## config.mk

```make
export PLATFORM = sky130hd
export DESIGN_NAME = memtest_engine
export DESIGN_NICKNAME = d
export VERILOG_FILES = /design/src/rtl/memtest_engine.sv
export SDC_FILE = /design/constraint.sdc
export NUM_CORES = 1
export LEC_CHECK = 0
export BUFFER_PORTS_ARGS = -buffer_cell sky130_fd_sc_hd__clkbuf_2
export CORE_MARGIN = 2
export CORE_UTILIZATION = 45
export DETAILED_ROUTE_END_ITERATION = 6
export GPL_TIMING_DRIVEN = 0
export PLACE_DENSITY = 0.63
export SYNTH_ARGS = -nofsm -noshare
export SYNTH_HDL_FRONTEND = slang
export SYNTH_SLANG_ARGS = --single-unit
export TNS_END_PERCENT = 30
```

## constraint.sdc

```tcl
create_clock -name clk -period 14.8 [get_ports clk]
set_input_delay 0.74 -clock clk [delete_from_list [all_inputs] [get_ports clk]]
set_output_delay 0.74 -clock clk [all_outputs]
set_load 0.1 [all_outputs]
```

## src/rtl/memtest_engine.sv

```systemverilog
module memtest_engine #(
  parameter int LANES = 5,
  parameter int LANE_W = 8,
  parameter int AW = 12,
  parameter int CW = 20,
  parameter int DEFAULT_XFERS = 'h20000,
  parameter int TIMEOUT = 64,
  parameter int PERM_MUL = 2653,
  parameter int PERM_ADD = 935
)(
  input  logic                    clk,
  input  logic                    rst_n,
  input  logic                    start,
  input  logic [3:0]              pat_sel,
  input  logic                    addr_rand,
  input  logic [4:0]              size_log2,
  input  logic [AW-1:0]           base_addr,
  input  logic [CW-1:0]           xfer_count,
  input  logic [LANES*LANE_W-1:0] user_data,
  output logic                    mem_req,
  output logic                    mem_we,
  output logic [AW-1:0]           mem_addr,
  output logic [LANES*LANE_W-1:0] mem_wdata,
  input  logic                    mem_ack,
  input  logic [LANES*LANE_W-1:0] mem_rdata,
  output logic                    busy,
  output logic                    done,
  output logic                    pass,
  output logic [LANES-1:0]        lane_err,
  output logic [1:0]              err_code
);
  localparam int DW = LANES * LANE_W;
  localparam int TW = $clog2(TIMEOUT + 1);
  localparam logic [31:0] SEED32 = 32'hACE1_2D7F;
  localparam logic [15:0] SEED16 = 16'hACE1;
  localparam logic [7:0]  SEED8  = 8'hE1;

  typedef enum logic [2:0] {S_IDLE, S_WREQ, S_WWAIT, S_RREQ, S_RWAIT} st_t;
  st_t state;

  logic [3:0]    cfg_pat;
  logic          cfg_rand;
  logic [AW-1:0] cfg_mask, cfg_base, pidx;
  logic [DW-1:0] cfg_user, walk, pat;
  logic [CW-1:0] total, idx;
  logic [31:0]   lfsr, seed, chain, lfsr_nx, seed_sel;
  logic [31:0]   region, want, n_xfer;
  logic [4:0]    sz;
  logic [TW-1:0] tmo;
  logic [LANES-1:0] lane_hit;
  logic          last;

  assign sz       = (size_log2 > 5'(AW)) ? 5'(AW) : size_log2;
  assign region   = 32'd1 << sz;
  assign want     = (xfer_count == '0) ? 32'(DEFAULT_XFERS) : 32'(xfer_count);
  assign n_xfer   = (want < region) ? want : region;
  assign seed_sel = (pat_sel == 4'd3) ? chain :
                    (pat_sel == 4'd7) ? {16'h0, SEED16} :
                    (pat_sel == 4'd8) ? {24'h0, SEED8} : SEED32;

  always_comb begin
    case (cfg_pat)
      4'd7:    lfsr_nx = {16'h0, lfsr[0] ? (lfsr[15:0] >> 1) ^ 16'hB400 : lfsr[15:0] >> 1};
      4'd8:    lfsr_nx = {24'h0, lfsr[0] ? (lfsr[7:0] >> 1) ^ 8'hB8 : lfsr[7:0] >> 1};
      default: lfsr_nx = lfsr[0] ? (lfsr >> 1) ^ 32'h8020_0003 : lfsr >> 1;
    endcase
  end

  always_comb begin
    pat = DW'(idx);
    case (cfg_pat)
      4'd1: pat = walk;
      4'd2, 4'd3: for (int b = 0; b < DW; b++) pat[b] = lfsr[b % 32];
      4'd7: for (int b = 0; b < DW; b++) pat[b] = lfsr[b % 16];
      4'd8: for (int b = 0; b < DW; b++) pat[b] = lfsr[b % 8];
      4'd4: pat = {DW{~idx[0]}};
      4'd5: for (int b = 0; b < DW; b++) pat[b] = ((b % 2) == 0) ^ idx[0];
      4'd6: pat = cfg_user;
      default: ;
    endcase
  end

  always_comb
    for (int k = 0; k < LANES; k++)
      lane_hit[k] = |(mem_rdata[k*LANE_W +: LANE_W] ^ pat[k*LANE_W +: LANE_W]);

  assign pidx      = cfg_rand ? idx[AW-1:0] * AW'(PERM_MUL) + AW'(PERM_ADD) : idx[AW-1:0];
  assign mem_addr  = cfg_base + (pidx & cfg_mask);
  assign mem_wdata = pat;
  assign mem_req   = (state == S_WREQ) || (state == S_RREQ);
  assign mem_we    = (state == S_WREQ);
  assign busy      = (state != S_IDLE);
  assign pass      = done && (lane_err == '0) && (err_code == 2'b00);
  assign last      = (idx == total - CW'(1));

  always_ff @(posedge clk or negedge rst_n) begin
    if (!rst_n) begin
      state <= S_IDLE;
      cfg_pat <= '0; cfg_rand <= 1'b0; cfg_mask <= '0; cfg_base <= '0; cfg_user <= '0;
      total <= '0; idx <= '0; lfsr <= '0; seed <= '0; chain <= SEED32;
      walk <= '0; tmo <= '0; done <= 1'b0; lane_err <= '0; err_code <= 2'b00;
    end else begin
      case (state)
        S_IDLE: if (start) begin
          cfg_pat  <= pat_sel;
          cfg_rand <= addr_rand;
          cfg_mask <= AW'(region - 32'd1);
          cfg_base <= base_addr;
          cfg_user <= user_data;
          total    <= CW'(n_xfer);
          idx      <= '0;
          lfsr     <= seed_sel;
          seed     <= seed_sel;
          walk     <= DW'(1);
          done     <= 1'b0;
          lane_err <= '0;
          err_code <= 2'b00;
          state    <= S_WREQ;
        end
        S_WREQ: begin tmo <= '0; state <= S_WWAIT; end
        S_RREQ: begin tmo <= '0; state <= S_RWAIT; end
        S_WWAIT, S_RWAIT: begin
          if (mem_ack) begin
            lfsr <= lfsr_nx;
            walk <= {walk[DW-2:0], walk[DW-1]};
            idx  <= idx + CW'(1);
            if (state == S_RWAIT) lane_err <= lane_err | lane_hit;
            if (!last) state <= (state == S_WWAIT) ? S_WREQ : S_RREQ;
            else if (state == S_WWAIT) begin
              idx   <= '0;
              lfsr  <= seed;
              walk  <= DW'(1);
              if (cfg_pat == 4'd3) chain <= lfsr_nx;
              state <= S_RREQ;
            end else begin
              done  <= 1'b1;
              state <= S_IDLE;
            end
          end else if (tmo == TW'(TIMEOUT - 1)) begin
            err_code <= 2'b10;
            done     <= 1'b1;
            state    <= S_IDLE;
          end else tmo <= tmo + TW'(1);
        end
        default: state <= S_IDLE;
      endcase
    end
  end
endmodule

```

# After elaboration in Yosys (flattened, before gate mapping)
# Index checks and enable logic that the tools add are counted.
[totals]
ff_bits = 263
[op_classes]
addsub = 6
multipliers = 1
magnitude_cmp = 2
eq_ne = 26
shift = 1
mux = 51
n_bitwise = 11
n_reduce_logical = 26
[ops]
columns = ["op", "count"]
rows = [
  ["$pmux W40 S7", 1],
  ["$mux W32", 8],
  ["$mux W40", 4],
  ["$pmux W32 S2", 2],
  ["$mux W20", 6],
  ["$pmux W40 S2", 1],
  ["$pmux W20 S2", 1],
  ["$reduce_or A8 Y1", 5],
  ["$xor A8 B8 Y8", 5],
  ["$lt A20 B32 Y1", 1],
  ["$shl A1 B5 Y32 const A", 1],
  ["$add A20 B1 Y20 const B", 1],
  ["$eq A20 B20 Y1", 1],
  ["$eq A4 B3 Y1 const B", 5],
  ["$logic_not A20 Y1", 1],
  ["$mux W5", 4],
  ["$sub A20 B1 Y20 const B", 1],
  ["$mux W16", 1],
  ["$mux W7", 2],
  ["$pmux W7 S2", 1],
  ["$add A12 B10 Y12 const B", 1],
  ["$add A12 B12 Y12", 1],
  ["$and A12 B12 Y12", 1],
  ["$eq A4 B2 Y1 const B", 3],
  ["other kinds (36)", 66],
]

# Longest topological paths before layout
# Gate-level depths: netlist of run 1.
[depth]
ltp_word = 9
depth_mapped = 21
mapped_depth_nobuf = 21

# Worst setup path before layout of run 1
# OpenSTA, ideal clock, no wires.
[synth_timing]
path_kind = "register to output"
startpoint = "register idx[4]"
endpoint = "output port mem_addr[10]"
arrival_time_ns = 7.538
required_time_ns = 14.060
path_slack_ns = 6.522
stages_incl_launch_ff = 18
cell_sequence = "dfrtp_1 ha_1 ha_1 fa_1 inv_1 fa_1 inv_1 fa_1 ha_1 inv_1 o21bai_1 a21oi_1 o21bai_1 a21oi_1 o211ai_1 ha_1 nand2b_1 o311ai_0"
[synth_via]
elab_chain_cells = 5
[synth_lines]
columns = ["element", "line", "text"]
rows = [
  ["from (decl)", "45", "logic [CW-1:0] total, idx;"],
  ["from (signal assigned)", "126", "idx <= idx + CW'(1);"],
  ["$mul A12 B12 Y12", "87", "assign pidx = cfg_rand ? idx[AW-1:0] * AW'(PERM_MUL) + AW'(PERM_ADD) : idx[AW-1:0];"],
  ["$add A12 B10 Y12", "87", ""],
  ["$mux W12 (*)", "87", ""],
  ["$and A12 B12 Y12 (*)", "88", "assign mem_addr = cfg_base + (pidx & cfg_mask);"],
  ["$add A12 B12 Y12 (*)", "88", ""],
  ["to (decl)", "22", "output logic [AW-1:0] mem_addr,"],
]
# Mark *: on every way between the ends. The rest lies on a longest branch, timed or not.

# Worst setup path in the final report of run 1
[layout_timing]
startpoint = "register idx[4]"
endpoint = "output port mem_addr[11]"
# The elaborated chain is that of the path after synthesis.

==> summary.md, run 1 <==
| Metric | Value |
|---|---|
| Most frequent cells in the layout | `305 x nand2_1, 243 x dfrtp_1, 186 x clkbuf_2` |
| Fmax | `0.140 GHz` |
| Commonest non-fill, non-tap cell in the layout | `nand2_1` |
| IO Count | `190` |
| Initial antenna violation count | `0` |
| Met2 wire length | `24.0 mm` |
| Setup violations, final | `0` |
| Synthesized instance count | `1818` |
| Rel. slew slack | `3.31%` |
| Fraction of synthesized area in multiplexers | `3.74%` |
| Longest Clk Path Bufs | `3` |
| Total track usage | `28.4%` |
| Hold_ws | `162 ps` |
| Final period util | `48.2%` |
| CP endpoint kind | `output port` |
| Count of final max-slew check failures | `0` |
| Max-cap violations | `0` |
| Worst skew pair latency | `580 ps` |
| Die ar. | `37900 um^2` |
| Met3 wire len | `4.69 mm` |
| Beginning of the critical path | `idx[4]` |
| Arr. time, crit path | `6390 ps` |
| Iter 0 DRT Violations | `1716` |
| Critical-path maximum fanout | `10` |
| Syn. warnings | `0` |
| Die height | `195 um` |
| Status | `finished, final reports clean` |
| Core Area | `35700 um^2` |
| Post-synth EDFFs | `0` |
| Initial core utilization | `45.9%` |
| Post-Synth XOR/XNOR Area | `5.81%` |
| DP Wirelength | `40.8 mm` |
| Largest net degree at the start of global routing | `99` |
| Yosys reg bits | `262` |
| Vias in the first global route | `14600` |
| DRT met1 WL | `23.6 mm` |
| Num Clock Sinks | `262` |
| Tmin final | `7130 ps` |
| Resize count post-CTS | `0` |
| Clk slew on worst S/H paths | `60 ps` |
| Synth async-reset ratio | `100%` |
| Hold Path Class | `primary input to async pin` |
| Sequential share of the synthesized area | `40.2%` |
| Post-CTS Hold Fix Bufs | `0` |
| CP Launch Type | `flop` |
| Post-DR vias/cell | `5.92` |
| Post-Route WL | `54.2 mm` |
| Cell Rows | `69` |
| Gr ovfl total | `0` |
| 1st-pass router iterations | `6` |
| Cell area after synthesis | `16400 um^2` |
| Clock skew | `29.9 ps` |
| Final TNS setup | `0 ps` |
| Final net count | `2268` |
| Hold Vio Cnt, Final | `0` |
| Area grow syn2layout | `16.2%` |
| Setup repair after global routing missed its margin | `false` |
| Share of layout cells above drive strength 1 | `14.0%` |
| Placed insts | `2473` |
| Core Util, Final | `53.3%` |
| WP data required | `14060 ps` |
| Synth Area in Adders | `8.43%` |
| Detailed-route DRC error count | `0` |
| Fin cells | `2530` |
| CTS tree | `built` |
| Horiz. Die Dim | `195 um` |
| Synth Area in Compound Gates | `18.4%` |
| Root buf cell | `clkbuf_16` |
| FF-to-FF setup slack | `10490 ps` |
| Total CTS buffers | `31` |
| Critical path class | `flop to output port` |
| First-pass GRT wire length | `84.2 mm` |
| Post-synth top flop | `dfrtp_1` |
| Worst Tran Pin Value | `1430 ps` |
| IO buf count | `186` |
| Top sig layer | `met4` |
| Antenna viol nets, final | `0` |
| Ant diodes | `0` |
| Largest family of logic cells by synthesized area | `compound AO/OA/AOI/OAI gates` |
| Vias post-DR | `15000` |
| # fillers | `3293` |
| Synth Area per Inst | `9.00 um^2` |
| RR Startpoint | `total[0]` |
| Yosys cell types | `76` |
| Post-Synth Simple-Gate Area | `18.2%` |
| WL per Instance | `21.4 um` |
| RD Place Congestion | `0.934` |
| Postcts setup bufs | `0` |
| H-tree depth | `1` |
sequential cells by signal, summed over array words and instances (netlist names), 3 cells and up:
signal,cells
cfg_user,40
lane_err,5
walk,40
lfsr,32
tmo,7
cfg_pat,4
cfg_base,12
state,3
total,20
cfg_mask,12
chain,32
idx,20
seed,32
cell families (layout without fill, tap and decap cells):
group / Yosys count / count (layout)
simple gates: 626 / 626
compound gates: 444 / 444
flops: 262 / 262
buf+inv: 221 / 466
xor+xnor: 107 / 107
fa+ha+maj: 97 / 97
mux: 59 / 59
other cells: 2 / 8
cell usage after synthesis (19+ instances only):
| cell type | count | share of area, % |
|---|---|---|
| nor2_1 | 88 | 2.0 |
| a22oi_1 | 22 | 1.0 |
| nor2b_1 | 24 | 0.92 |
| fa_1 | 22 | 2.7 |
| nor3_1 | 33 | 1.0 |
| o22ai_1 | 19 | 0.73 |
| a222oi_1 | 19 | 1.2 |
| clkbuf_1 | 121 | 2.8 |
| ha_1 | 75 | 5.7 |
| nand4_1 | 20 | 0.76 |
| inv_1 | 88 | 2.0 |
| mux2i_1 | 42 | 2.6 |
| nand2_1 | 305 | 7.0 |
| a211oi_1 | 27 | 1.2 |
| dfstp_2 | 19 | 3.1 |
| o21ai_0 | 96 | 2.9 |
| xnor2_1 | 74 | 4.0 |
| dfrtp_1 | 243 | 37 |
| xor2_1 | 32 | 1.7 |
| a21oi_1 | 93 | 2.8 |
| a22o_1 | 53 | 2.8 |
| nand3_1 | 37 | 1.1 |
path summary, 6_finish.rpt:
kind	end	depth (start not counted)
worst max register to register	walk[18]	11
worst max-delay path	mem_addr[11]	21
min in group clk	cfg_user[10]	3
worst min-delay path	cfg_base[9]	1
max in group asynchronous	cfg_user[18]	3
worst min register to register	chain[26]	2
critical path, stage by stage (launching register included):
cell	delay (ps)
dfrtp_1	700
ha_1	330
inv_1	80
fa_1	400
inv_1	90
fa_1	410
inv_1	70
fa_1	410
inv_1	90
fa_1	410
ha_1	350
inv_1	90
o21bai_1	70
a21oi_1	230
o21bai_1	90
a21oi_1	210
o211ai_1	200
ha_1	410
nor2_1	70
a211o_1	310
xnor3_1	310
clkbuf_2	460
metrics by stage:
step                setup slack, ps  cell area [um^2]
finish                         7670             19000
global route                   7380             19000
CTS                            7650             19000
detailed placement             8300             18000
global placement               7310             17900
floorplan                      6520             16400
area by class of cell:
type                            instances  area (um^2)  area share, %
Multi-Input combinational cell       1341         8970           47.2
Sequential cell                       262         6580           34.6
Timing Repair Buffer                  188          995           5.23
Clock buffer                           40          870           4.57
Tap cell                              461          577           3.03
Buffer                                133          514           2.70
Inverter                               88          330           1.74
Clock inverter                         17          184          0.967
routing by layer:
layer | global-route usage, % | vias to the layer above
met1 | 40.0 | 7320
li1 | - | 6903
met4 | 8.66 | 0
met2 | 43.9 | 644
met5 | 0 | -
met3 | 5.97 | 102
Power of run 1 is left out: the tool's default activity adds up to more than one toggle a clock period on the data nets, which glitch-free logic cannot reach.
==> run 2, diff against run 1 <==
- ABC_AREA: unset -> 1
- PLACE_DENSITY: 0.63 -> 0.65
- clock period: 14.8 -> 6.25 ns (I/O delays scaled with it)
==> run 2 against run 1 <==
Net effect: hold slack got worse by 140 ps; clock skew fell by 4.4 ps; design area rose by 13%; routed wire length rose by 25%; non-clock buffer count rose by 67; utilization rose by 1.1 points; register-to-register slack got worse by 8000 ps; critical endpoint unchanged.
==> summary.md, run 2 <==
| Metric | Value |
|---|---|
| RD Place Congestion | `0.978 (was 0.934)` |
| Seq. cell area | `6590 um^2 (was 6580 um^2)` |
| CP endpoint kind | `output port (unchanged)` |
| Most frequent cells in the layout | `874 x nand2_1, 266 x inv_1, 237 x dfrtp_1 (was 305 x nand2_1, 243 x dfrtp_1, 186 x clkbuf_2)` |
| Delay-heaviest family, CP | `adder cells (unchanged)` |
| Biggest regs | `cfg_user (40), walk (40) (unchanged)` |
| Cell Rows | `73 (was 69)` |
| Yosys reg bits | `262 (unchanged)` |
| Die height | `204 um (was 195 um)` |
| Root buf cell | `clkbuf_16 (unchanged)` |
| CTS tree | `built (unchanged)` |
| Gr ovfl total | `0 (unchanged)` |
| Most common cell in the synthesized netlist | `nand2_1 (unchanged)` |
| Rel. slew slack | `26.8% (was 3.31%)` |
| Worst Reg-to-Reg Cells | `10 (was 11)` |
| Vias in the first global route | `18000 (was 14600)` |
| Antenna viol nets, final | `0 (unchanged)` |
| Hold Vio Cnt, Final | `0 (unchanged)` |
| Levels on crit path | `27 (was 21)` |
| Die ar. | `41500 um^2 (was 37900 um^2)` |
| Tmin final | `6210 ps` |
| DP Wirelength | `51.2 mm (was 40.8 mm)` |
| Worst Setup EP | `mem_addr[11] (unchanged)` |
| Critical path's most frequent cell | `inv_2 (was inv_1)` |
| Horiz. Die Dim | `204 um (was 195 um)` |
| First-pass GRT wire length | `103 mm (was 84.2 mm)` |
| Worst skew pair latency | `600 ps (was 580 ps)` |
| Fmax | `0.161 GHz` |
| Crit path largest cell delay | `570 ps (was 700 ps)` |
| Beginning of the critical path | `idx[4] (unchanged)` |
| FF-to-FF setup slack | `2470 ps (was 10490 ps)` |
| Total CTS buffers | `30 (was 31)` |
| IO buf count | `188 (was 186)` |
| Final net count | `3113 (was 2268)` |
| Initial antenna violation count | `0 (unchanged)` |
| Multi-input logic area | `9980 um^2 (was 8970 um^2)` |
| Hold Path Class | `primary input to flop (was primary input to async pin)` |
| Post-DR vias/cell | `5.47 (was 5.92)` |
| CP Launch Type | `flop (unchanged)` |
| Post-Route WL | `67.8 mm (was 54.2 mm)` |
| Area grow syn2layout | `19.9% (was 16.2%)` |
| Post-synth top area share | `33.8% (was 37.2%)` |
| Sequential share of the synthesized area | `36.6% (was 40.2%)` |
| Critical path class | `flop to output port (unchanged)` |
| Cell area after synthesis | `18000 um^2 (was 16400 um^2)` |
| Initial core utilization | `45.4% (was 45.9%)` |
| # fillers | `3870 (was 3293)` |
| Max-cap violations | `0 (unchanged)` |
| Count of final max-slew check failures | `0 (unchanged)` |
| Ant diodes | `0 (unchanged)` |
| Setup violations, final | `0 (unchanged)` |
| Core Area | `39500 um^2 (was 35700 um^2)` |
| RR Startpoint | `state[1] (was total[0])` |
| Post-synth top flop | `dfrtp_1 (unchanged)` |
| Capturing point of the worst reg2reg path | `cfg_base[5] (was walk[18])` |
| Vias post-DR | `18800 (was 15000)` |
| H-tree depth | `1 (unchanged)` |
| Longest Clk Path Bufs | `3 (unchanged)` |
| Synthesized instance count | `2591 (was 1818)` |
| WL per Instance | `19.7 um (was 21.4 um)` |
| 1st-pass router iterations | `6 (unchanged)` |
| Share of layout cells above drive strength 1 | `12.4% (was 14.0%)` |
| Critical-path maximum fanout | `4 (was 10)` |
| Syn. warnings | `0 (unchanged)` |
| Pre-CTS setup slack | `-240 ps (was 8300 ps)` |
| Setup repair after global routing missed its margin | `true (was false)` |
| Most area-hungry cell type in the Yosys netlist | `dfrtp_1 (unchanged)` |
| Num Clock Sinks | `262 (unchanged)` |
| Post-synth EDFFs | `0 (unchanged)` |
| Clock skew | `25.6 ps (was 29.9 ps)` |
| Detailed-route DRC error count | `0 (unchanged)` |
| Total track usage | `32.5% (was 28.4%)` |
| Commonest non-fill, non-tap cell in the layout | `nand2_1 (unchanged)` |
| Final period util | `99.3%` |
| Worst Tran Pin Value | `1090 ps (was 1430 ps)` |
| Arr. time, crit path | `5890 ps (was 6390 ps)` |
| WP data required | `5940 ps (was 14060 ps)` |
| Synth Area per Inst | `6.93 um^2 (was 9.00 um^2)` |
| Status | `finished, final reports clean (unchanged)` |
| Clk slew on worst S/H paths | `60 ps (about the same)` |
| Worst Path Buf+Inv | `7 (was 6)` |
| Yosys cell types | `47 (was 76)` |
| Fin worst setup slack | `44.0 ps (was 7670 ps)` |
| Iter 0 DRT Violations | `2084 (was 1716)` |
| Largest net degree at the start of global routing | `96 (was 99)` |
| Top post-synthesis cells by count | `875 x nand2_1, 275 x inv_1, 243 x dfrtp_1 (was 305 x nand2_1, 243 x dfrtp_1, 121 x clkbuf_1)` |
| IO Count | `190 (unchanged)` |
| Top post-synthesis cells by area | `dfrtp_1 34%, nand2_1 18%, inv_1 5.7% (was dfrtp_1 37%, nand2_1 7.0%, ha_1 5.7%)` |
| Synth async-reset ratio | `100% (unchanged)` |
| Slowest CP cell | `fa_2 (was dfrtp_1)` |
run 2: routing by layer:
layer	vias up	GRT usage, %	routed length [um]
met5	-	0	0
met4	0	12.9	2860
met3	146	5.79	6530
met2	890	48.1	28500
met1	8885	46.9	29900
li1	8879	-	-
run 2: logic make-up after synthesis:
logic type               Yosys count  synth area share, %
AND/OR/NAND/NOR                 1373                 31.7
buffers and inverters            412                 8.95
AO/OA/AOI/OAI                    355                 10.6
flip-flops                       262                 36.6
adder cells (fa/ha/maj)           97                 7.67
XOR/XNOR                          87                 4.24
multiplexers                       3                0.167
other                              2               0.0418
run 2: worst min-delay path: stages:
cell	delay, ps
clkbuf_2	110
nand2_1	60
o21ai_0	70
run 2: through the flow:
stage | instances | setup TNS [ps] | instance area (um^2) | hold WS, ps | utilization, %
after CTS | 3437 | 0 | 21400 | 7.04 | 54.2
final | 3438 | 0 | 21500 | 23.2 | 54.5
after floorplan | 2597 | 0 | 18000 | 16.9 | -
after detailed placement | 3312 | -240 | 19700 | 448 | 49.7
after global placement | 3310 | -182310 | 19600 | 449 | 49.5
after global routing | 3438 | -214 | 21500 | 41.7 | 54.5
run 2: cell type report:
| class | instances | share of cell area, % |
|---|---|---|
| multi-input combinational | 1923 | 46.3 |
| clock buffer | 48 | 4.22 |
| sequential | 262 | 30.6 |
| tap | 525 | 3.05 |
| inverter | 285 | 4.97 |
| clock inverter | 7 | 0.412 |
| timing repair buffer | 262 | 7.93 |
| buffer | 126 | 2.49 |
run 2: worst min path at each step:
stage,startpoint,end,cells past startpoint
3_5_place_dp,rst_n,cfg_mask[11],1
4_1_cts,xfer_count[16],total[16],3
6_report,xfer_count[18],total[18],3
2_1_floorplan,rst_n,cfg_base[0],0
3_3_place_gp,chain[1],chain[1],2
5_1_grt,user_data[11],cfg_user[11],3
run 2: timing repair:
item	CTS	global route
hold buffers	56	0
setup endpoints to repair	3	2
gates resized for setup	26	20
hold endpoints to repair	130	0
pin swaps	17	16
buffers inserted	15	1
Power of run 2 is left out for the same reason.
